### config.mk
export PLATFORM = sky130hd
export DESIGN_NAME = uart_regbank
export DESIGN_NICKNAME = d
export VERILOG_FILES = /design/src/rtl/uart_rb_pkg.sv /design/src/rtl/uart_rb_bank.sv /design/src/rtl/uart_rb_regs.sv /design/src/rtl/uart_rb_rdmux.sv /design/src/rtl/uart_regbank.sv
export SDC_FILE = /design/constraint.sdc
export NUM_CORES = 1
export LEC_CHECK = 0
export ABC_AREA = 1
export BUFFER_PORTS_ARGS = -buffer_cell sky130_fd_sc_hd__buf_2
export CAP_MARGIN = 20
export CORE_MARGIN = 5
export CORE_UTILIZATION = 57
export DETAILED_ROUTE_END_ITERATION = 12
export PLACE_DENSITY_LB_ADDON = 0.2
export SETUP_SLACK_MARGIN = 0.1
export SLEW_MARGIN = 30
export SYNTH_ARGS = -nofsm -noshare
export SYNTH_HDL_FRONTEND = slang
export SYNTH_SLANG_ARGS = --single-unit
### constraint.sdc
create_clock -name clk -period 3.2 [get_ports clk]
set_input_delay 0.32 -clock clk [delete_from_list [all_inputs] [get_ports clk]]
set_output_delay 0.32 -clock clk [all_outputs]
set_load 0.05 [all_outputs]
### src/rtl/uart_rb_pkg.sv
package uart_rb_pkg;

    localparam int DW        = 8;
    localparam int AW        = 3;
    localparam int DIV_W     = 16;
    localparam int DIV_LANES = DIV_W / DW;
    localparam int IEN_W     = 4;

    localparam logic [DW-1:0] ENH_KEY = 8'hBF;

    localparam int LC_DLAB   = 7;
    localparam int FC_EN     = 0;
    localparam int FC_RXCLR  = 1;
    localparam int FC_TXCLR  = 2;
    localparam int FC_DEEP   = 5;
    localparam int MC_DTR    = 0;
    localparam int MC_RTS    = 1;
    localparam int MC_AFC    = 5;
    localparam int LS_RDY    = 0;
    localparam int LS_THRE   = 5;
    localparam int LS_IDLE   = 6;
    localparam int EF_CTS    = 7;
    localparam int EF_RTS    = 6;

    typedef enum logic [AW-1:0] {
        OFF_DATA  = 3'd0,
        OFF_IEN   = 3'd1,
        OFF_CTL2  = 3'd2,
        OFF_LINE  = 3'd3,
        OFF_MODEM = 3'd4,
        OFF_LSTAT = 3'd5,
        OFF_MSTAT = 3'd6,
        OFF_SCR   = 3'd7
    } reg_off_e;

    typedef struct packed {
        logic [DIV_LANES-1:0] div;
        logic data;
        logic ien;
        logic ident;
        logic efr;
        logic line;
        logic modem;
        logic lstat;
        logic mstat;
        logic scratch;
        logic hidden;
    } sel_t;

    typedef struct packed {
        logic [IEN_W-1:0]               ien;
        logic [DW-1:0]                  line;
        logic [DW-1:0]                  scratch;
        logic [DW-1:0]                  efr;
        logic [DW-1:0]                  tx_byte;
        logic                           dtr;
        logic                           rts;
        logic                           afc;
        logic                           fifo_en;
        logic                           fifo_deep;
        logic [DIV_LANES-1:0][DW-1:0]   div;
        logic                           tx_push;
        logic                           rx_pop;
        logic                           rx_clr;
        logic                           tx_clr;
    } st_t;

endpackage

### src/rtl/uart_rb_bank.sv
module uart_rb_bank
    import uart_rb_pkg::*;
(
    input  logic [AW-1:0] addr,
    input  logic [DW-1:0] line_q,
    output sel_t          sel
);
    logic dlab;
    logic enh;

    assign dlab = line_q[LC_DLAB];
    assign enh  = (line_q == ENH_KEY);

    always_comb begin
        sel = '0;
        for (int i = 0; i < DIV_LANES; i++) begin
            sel.div[i] = dlab && (addr == AW'(i));
        end
        sel.data    = !dlab && (addr == OFF_DATA);
        sel.ien     = !dlab && (addr == OFF_IEN);
        sel.ident   = !enh  && (addr == OFF_CTL2);
        sel.efr     =  enh  && (addr == OFF_CTL2);
        sel.line    = (addr == OFF_LINE);
        sel.modem   = (addr == OFF_MODEM);
        sel.lstat   = (addr == OFF_LSTAT);
        sel.mstat   = (addr == OFF_MSTAT);
        sel.scratch = !enh  && (addr == OFF_SCR);
        sel.hidden  =  enh  && (addr == OFF_SCR);
    end

endmodule

### src/rtl/uart_rb_regs.sv
module uart_rb_regs
    import uart_rb_pkg::*;
(
    input  logic          clk,
    input  logic          rst_n,
    input  logic          wr,
    input  logic          rd,
    input  logic [DW-1:0] wdata,
    input  sel_t          sel,
    output st_t           st_q
);
    st_t st_d;

    always_comb begin
        st_d         = st_q;
        st_d.tx_push = 1'b0;
        st_d.rx_pop  = 1'b0;
        st_d.rx_clr  = 1'b0;
        st_d.tx_clr  = 1'b0;

        if (wr) begin
            if (sel.data) begin
                st_d.tx_byte = wdata;
                st_d.tx_push = 1'b1;
            end
            if (sel.ien) begin
                st_d.ien = wdata[IEN_W-1:0];
            end
            for (int i = 0; i < DIV_LANES; i++) begin
                if (sel.div[i]) begin
                    st_d.div[i] = wdata;
                end
            end
            if (sel.ident) begin
                st_d.fifo_en   = wdata[FC_EN];
                st_d.fifo_deep = wdata[FC_EN] && wdata[FC_DEEP];
                st_d.rx_clr    = wdata[FC_RXCLR];
                st_d.tx_clr    = wdata[FC_TXCLR];
            end
            if (sel.efr) begin
                st_d.efr = wdata;
            end
            if (sel.line) begin
                st_d.line = wdata;
            end
            if (sel.modem) begin
                st_d.dtr = wdata[MC_DTR];
                st_d.rts = wdata[MC_RTS];
                st_d.afc = wdata[MC_AFC];
            end
            if (sel.scratch) begin
                st_d.scratch = wdata;
            end
        end

        if (rd && sel.data) begin
            st_d.rx_pop = 1'b1;
        end
    end

    always_ff @(posedge clk) begin
        if (!rst_n) begin
            st_q <= '0;
        end else begin
            st_q <= st_d;
        end
    end


    efr_keeps_fifo_chk: assert property (@(posedge clk) disable iff (!rst_n)
        (wr && sel.efr) |=> $stable({st_q.fifo_en, st_q.fifo_deep}));


    hidden_scr_chk: assert property (@(posedge clk) disable iff (!rst_n)
        (wr && sel.hidden) |=> $stable(st_q.scratch));


    rxclr_origin_chk: assert property (@(posedge clk) disable iff (!rst_n)
        st_q.rx_clr |-> $past(wr && sel.ident && wdata[FC_RXCLR]));


    pop_origin_chk: assert property (@(posedge clk) disable iff (!rst_n)
        st_q.rx_pop |-> $past(rd && sel.data));

endmodule

### src/rtl/uart_rb_rdmux.sv
module uart_rb_rdmux
    import uart_rb_pkg::*;
(
    input  sel_t          sel,
    input  st_t           st,
    input  logic [DW-1:0] rx_byte,
    input  logic          rx_ready,
    input  logic          thr_empty,
    input  logic          tx_idle,
    output logic [DW-1:0] rdata,
    output logic          irq
);
    logic [3:0]    id_low;
    logic [DW-1:0] ident;
    logic [DW-1:0] lstat;
    logic [DW-1:0] modem;

    always_comb begin
        if (st.ien[0] && rx_ready) begin
            id_low = 4'h4;
        end else if (st.ien[1] && thr_empty) begin
            id_low = 4'h2;
        end else begin
            id_low = 4'h1;
        end
        ident      = '0;
        ident[3:0] = id_low;
        ident[7]   = st.fifo_en;
        ident[6]   = st.fifo_en;
        ident[5]   = st.fifo_deep;

        lstat          = '0;
        lstat[LS_RDY]  = rx_ready;
        lstat[LS_THRE] = thr_empty;
        lstat[LS_IDLE] = tx_idle;

        modem         = '0;
        modem[MC_DTR] = st.dtr;
        modem[MC_RTS] = st.rts;
        modem[MC_AFC] = st.afc;
    end

    assign irq = !id_low[0];

    always_comb begin
        rdata = '0;
        if (sel.data)    rdata = rx_byte;
        if (sel.ien)     rdata = {{(DW-IEN_W){1'b0}}, st.ien};
        for (int i = 0; i < DIV_LANES; i++) begin
            if (sel.div[i]) rdata = st.div[i];
        end
        if (sel.ident)   rdata = ident;
        if (sel.efr)     rdata = st.efr;
        if (sel.line)    rdata = st.line;
        if (sel.modem)   rdata = modem;
        if (sel.lstat)   rdata = lstat;
        if (sel.scratch) rdata = st.scratch;
    end

endmodule

### src/rtl/uart_regbank.sv
module uart_regbank
    import uart_rb_pkg::*;
(
    input  logic             clk,
    input  logic             rst_n,
    input  logic [AW-1:0]    bus_addr,
    input  logic             bus_wr,
    input  logic             bus_rd,
    input  logic [DW-1:0]    bus_wdata,
    output logic [DW-1:0]    bus_rdata,
    input  logic [DW-1:0]    rx_byte,
    input  logic             rx_ready,
    input  logic             thr_empty,
    input  logic             tx_idle,
    output logic [DW-1:0]    tx_byte,
    output logic             tx_push,
    output logic             rx_pop,
    output logic             rx_fifo_clr,
    output logic             tx_fifo_clr,
    output logic             fifo_en,
    output logic             fifo_deep,
    output logic [DIV_W-1:0] divisor,
    output logic [DW-1:0]    line_ctrl,
    output logic             dtr,
    output logic             rts,
    output logic             auto_flow,
    output logic             auto_cts,
    output logic             auto_rts,
    output logic             irq
);
    sel_t sel;
    st_t  st_q;

    uart_rb_bank i_bank (
        .addr   (bus_addr),
        .line_q (st_q.line),
        .sel    (sel)
    );

    uart_rb_regs i_regs (
        .clk   (clk),
        .rst_n (rst_n),
        .wr    (bus_wr),
        .rd    (bus_rd),
        .wdata (bus_wdata),
        .sel   (sel),
        .st_q  (st_q)
    );

    uart_rb_rdmux i_rdmux (
        .sel       (sel),
        .st        (st_q),
        .rx_byte   (rx_byte),
        .rx_ready  (rx_ready),
        .thr_empty (thr_empty),
        .tx_idle   (tx_idle),
        .rdata     (bus_rdata),
        .irq       (irq)
    );

    assign tx_byte     = st_q.tx_byte;
    assign tx_push     = st_q.tx_push;
    assign rx_pop      = st_q.rx_pop;
    assign rx_fifo_clr = st_q.rx_clr;
    assign tx_fifo_clr = st_q.tx_clr;
    assign fifo_en     = st_q.fifo_en;
    assign fifo_deep   = st_q.fifo_deep;
    assign divisor     = st_q.div;
    assign line_ctrl   = st_q.line;
    assign dtr         = st_q.dtr;
    assign rts         = st_q.rts;
    assign auto_flow   = st_q.afc;
    assign auto_cts    = st_q.efr[EF_CTS];
    assign auto_rts    = st_q.efr[EF_RTS];


    div_frozen_chk: assert property (@(posedge clk) disable iff (!rst_n)
        (bus_wr && !line_ctrl[LC_DLAB]) |=> $stable(divisor));


    ident_fifo_bits_chk: assert property (@(posedge clk) disable iff (!rst_n)
        (bus_addr == OFF_CTL2 && line_ctrl != ENH_KEY) |-> (bus_rdata[7:6] == {2{fifo_en}}));


    push_origin_chk: assert property (@(posedge clk) disable iff (!rst_n)
        tx_push |-> $past(bus_wr && bus_addr == OFF_DATA && !line_ctrl[LC_DLAB]));


    hidden_reads_zero_chk: assert property (@(posedge clk) disable iff (!rst_n)
        (bus_addr == OFF_SCR && line_ctrl == ENH_KEY) |-> (bus_rdata == '0));

endmodule

==> impl_metrics.toml <==
[run_status]
status = "completed"

[route]
drc = 0
wl_per_cell_um = 15.7
dr.first_iter.drc_count = 322
firstDrtPassIters = 5
drt-total-wl_um = 8770
vias = 3066
vias_per_cell = 5.48
ant_nets = 0

[synthesis]
netlist_instances = 444
synth_top_area_share_pct = 38.7
synthTopCellsByArea = "dfxtp_1 39%, nand2_1 11%, a21oi_1 8.9%, buf_4 8.6%, nand3_1 6.2%"
netlist_area_sq_um = 3160
synth_cell_types = 31
avgSynthCellArea_sq_um = 7.12
synth_nets = 470
synth_top_area_cell = "dfxtp_1"
yosysSeqAreaShare_pct = 38.7
ys_ff_latch = 61
yosys_warnings = 0

[global_route]
grt-ovfl-total = 0
grt_pass1_wl_um = 14400
antenna_found_initial = 0
grtUsageTotal_pct = 25.5
grt_max_degree = 34
grt_pass1_vias = 2937

[pwr]
peakVddDrop_uv = 319
p_leak_nw = 1.58
p_per_area_nw_per_um2 = 504

[clock_tree]
post_cts.repair.setup_buffers = 0
hold_buffers = 0
cts_tree = "built"
clockRootBuffer = "clkbuf_8"
cts_made_buffers = 9
cts_sinks = 61
cts.clk_slew.worst_paths_ns = 0.06
cts-resized-gates = 0
cts_buffer_depth = 2
clk_latency_ns = 0.34
h-tree-depth = 3

[sta]
relSlewSlack_pct = 48.2
rsz0062_at_grt = "no"
max_freq_mhz = 400
worstMarginPinSlew_ns = 0.773
hold_slack_ns = 0.203
fin_crit_ns = 2.50
fin_skew_ns = 0.00888
finalHoldViolations = 0
fin_crit_sh_pct = 78.2
finalSetupViolCount = 0
drv_slew = 0
tns_ns = 0

[run]
cap_violations = 0

[final_layout]
fin_cells = 560
antennaDiodeCount = 0
layout_common_cells = "92 x nand2_1, 77 x buf_2, 61 x dfxtp_1"
reg.largest.list = "i_regs.st_q x61"
final_nets = 509
area_delta_synth_final_pct = 11.3
drive_above_1_share_pct = 24.2
largest_register_ffs = 61
mostFrequentLayoutCell = "nand2_1"
largest_register = "i_regs.st_q"

[placement]
hpwlAfterDp_um = 6170
place_congestion = 0.926
place_inst = 544
io_buffers = 77

[setup_path]
r2r_end = "i_regs.st_q[37]"
critical_path_arrival_ns = 2.18
rrSetupSlack_ns = 1.20
reg2reg_depth = 7
r2r-start = "i_regs.st_q[56]"
cp-startpoint = "i_regs.st_q[56]"
cp.required_ns = 2.88
critical_path_class = "reg2out"
crit_fanout = 15
crit_path_end_kind = "output port"
critPathLaunchType = "register"

[die]
die-width_um = 84.5
core-area_sq_um = 5440
die-area_sq_um = 7130
row_count = 27
die-height_um = 84.5
design.portCount = 78
initial_core_util_pct = 58.1

[hold_path]
hold-path-endpoint = "i_regs.st_q[2]"
min_path_cells = 3
hold_path.class = "in2reg"
hold_start = "bus_rd"
[stage by stage]
step | util [%] | setup WS (ns) | instance area, sq um | total power (W)
5_1_grt | 64.7 | 0.560 | 3520 | 0.00183
6_report | 64.7 | 0.698 | 3520 | 0.00177
3_5_place_dp | 60.5 | 0.987 | 3290 | 0.00101
4_1_cts | 64.7 | 0.706 | 3520 | 0.00177
2_1_floorplan | - | 1.30 | 3160 | 0.000948
3_3_place_gp | 60.5 | 1.02 | 3290 | 0.00101
[report_power, final]
part / internal, W / switching, W / total, W
clock network: 0.000479 / 0.000299 / 0.000778
registers: 0.000773 / 0.00000894 / 0.000782
logic: 0.0000502 / 0.000162 / 0.000212
[area by class of cell]
| cell class | count | area, sq um |
|---|---|---|
| multi-input cells | 290 | 1420 |
| clock inverters | 4 | 70.1 |
| clock buffers | 12 | 155 |
| flip-flops and latches | 61 | 1220 |
| repair buffers | 80 | 408 |
| well taps | 72 | 90.1 |
| inverters | 41 | 154 |
| fillers | 495 | 1920 |
[worst max-delay path by stage]
| stage | endpoint |
|---|---|
| 2_1_floorplan | bus_rdata[5] |
| 3_3_place_gp | bus_rdata[1] |
| 3_5_place_dp | bus_rdata[1] |
| 4_1_cts | bus_rdata[5] |
| 5_1_grt | bus_rdata[2] |
| 6_report | bus_rdata[5] |
[layer usage]
| layer | GRT usage [%] | routed length, um |
|---|---|---|
| met5 | 0 | 0 |
| met3 | 5.50 | 829 |
| met1 | 33.2 | 3680 |
| met2 | 39.6 | 3920 |
| met4 | 13.4 | 328 |
[Yosys cell counts, drive strengths merged]
master and n:
nand4 11, dfxtp 61, a21oi 57, or2 1, o21ai 36, o211ai 1, nor3 4, inv 40
o21bai 1, o22ai 1, nand3b 2, clkinv 1, clkbuf 7, nand2 97, nand3 43, buf 45
nor2 36
[logic make-up (layout without fill, tap and decap cells)]
kind of cell | count (synthesis) | after routing | share of synthesized area [%]
AOI/OAI and AO/OA | 96 | 96 | 15.6
buffers and inverters | 93 | 137 | 16.4
DFF | 61 | 61 | 38.7
and+or+nand+nor | 194 | 194 | 29.3
[worst max-delay path, cell delays in order, from the launching register on]
cell     delay (ns)
dfxtp_1        0.45
inv_2          0.17
nor3_4         0.29
nand2_4        0.19
nor2_4         0.19
nand2_1        0.08
nand4_1        0.09
nand2_1        0.06
nand3_1        0.07
buf_2          0.26
Power figures use the tool's default switching activity.
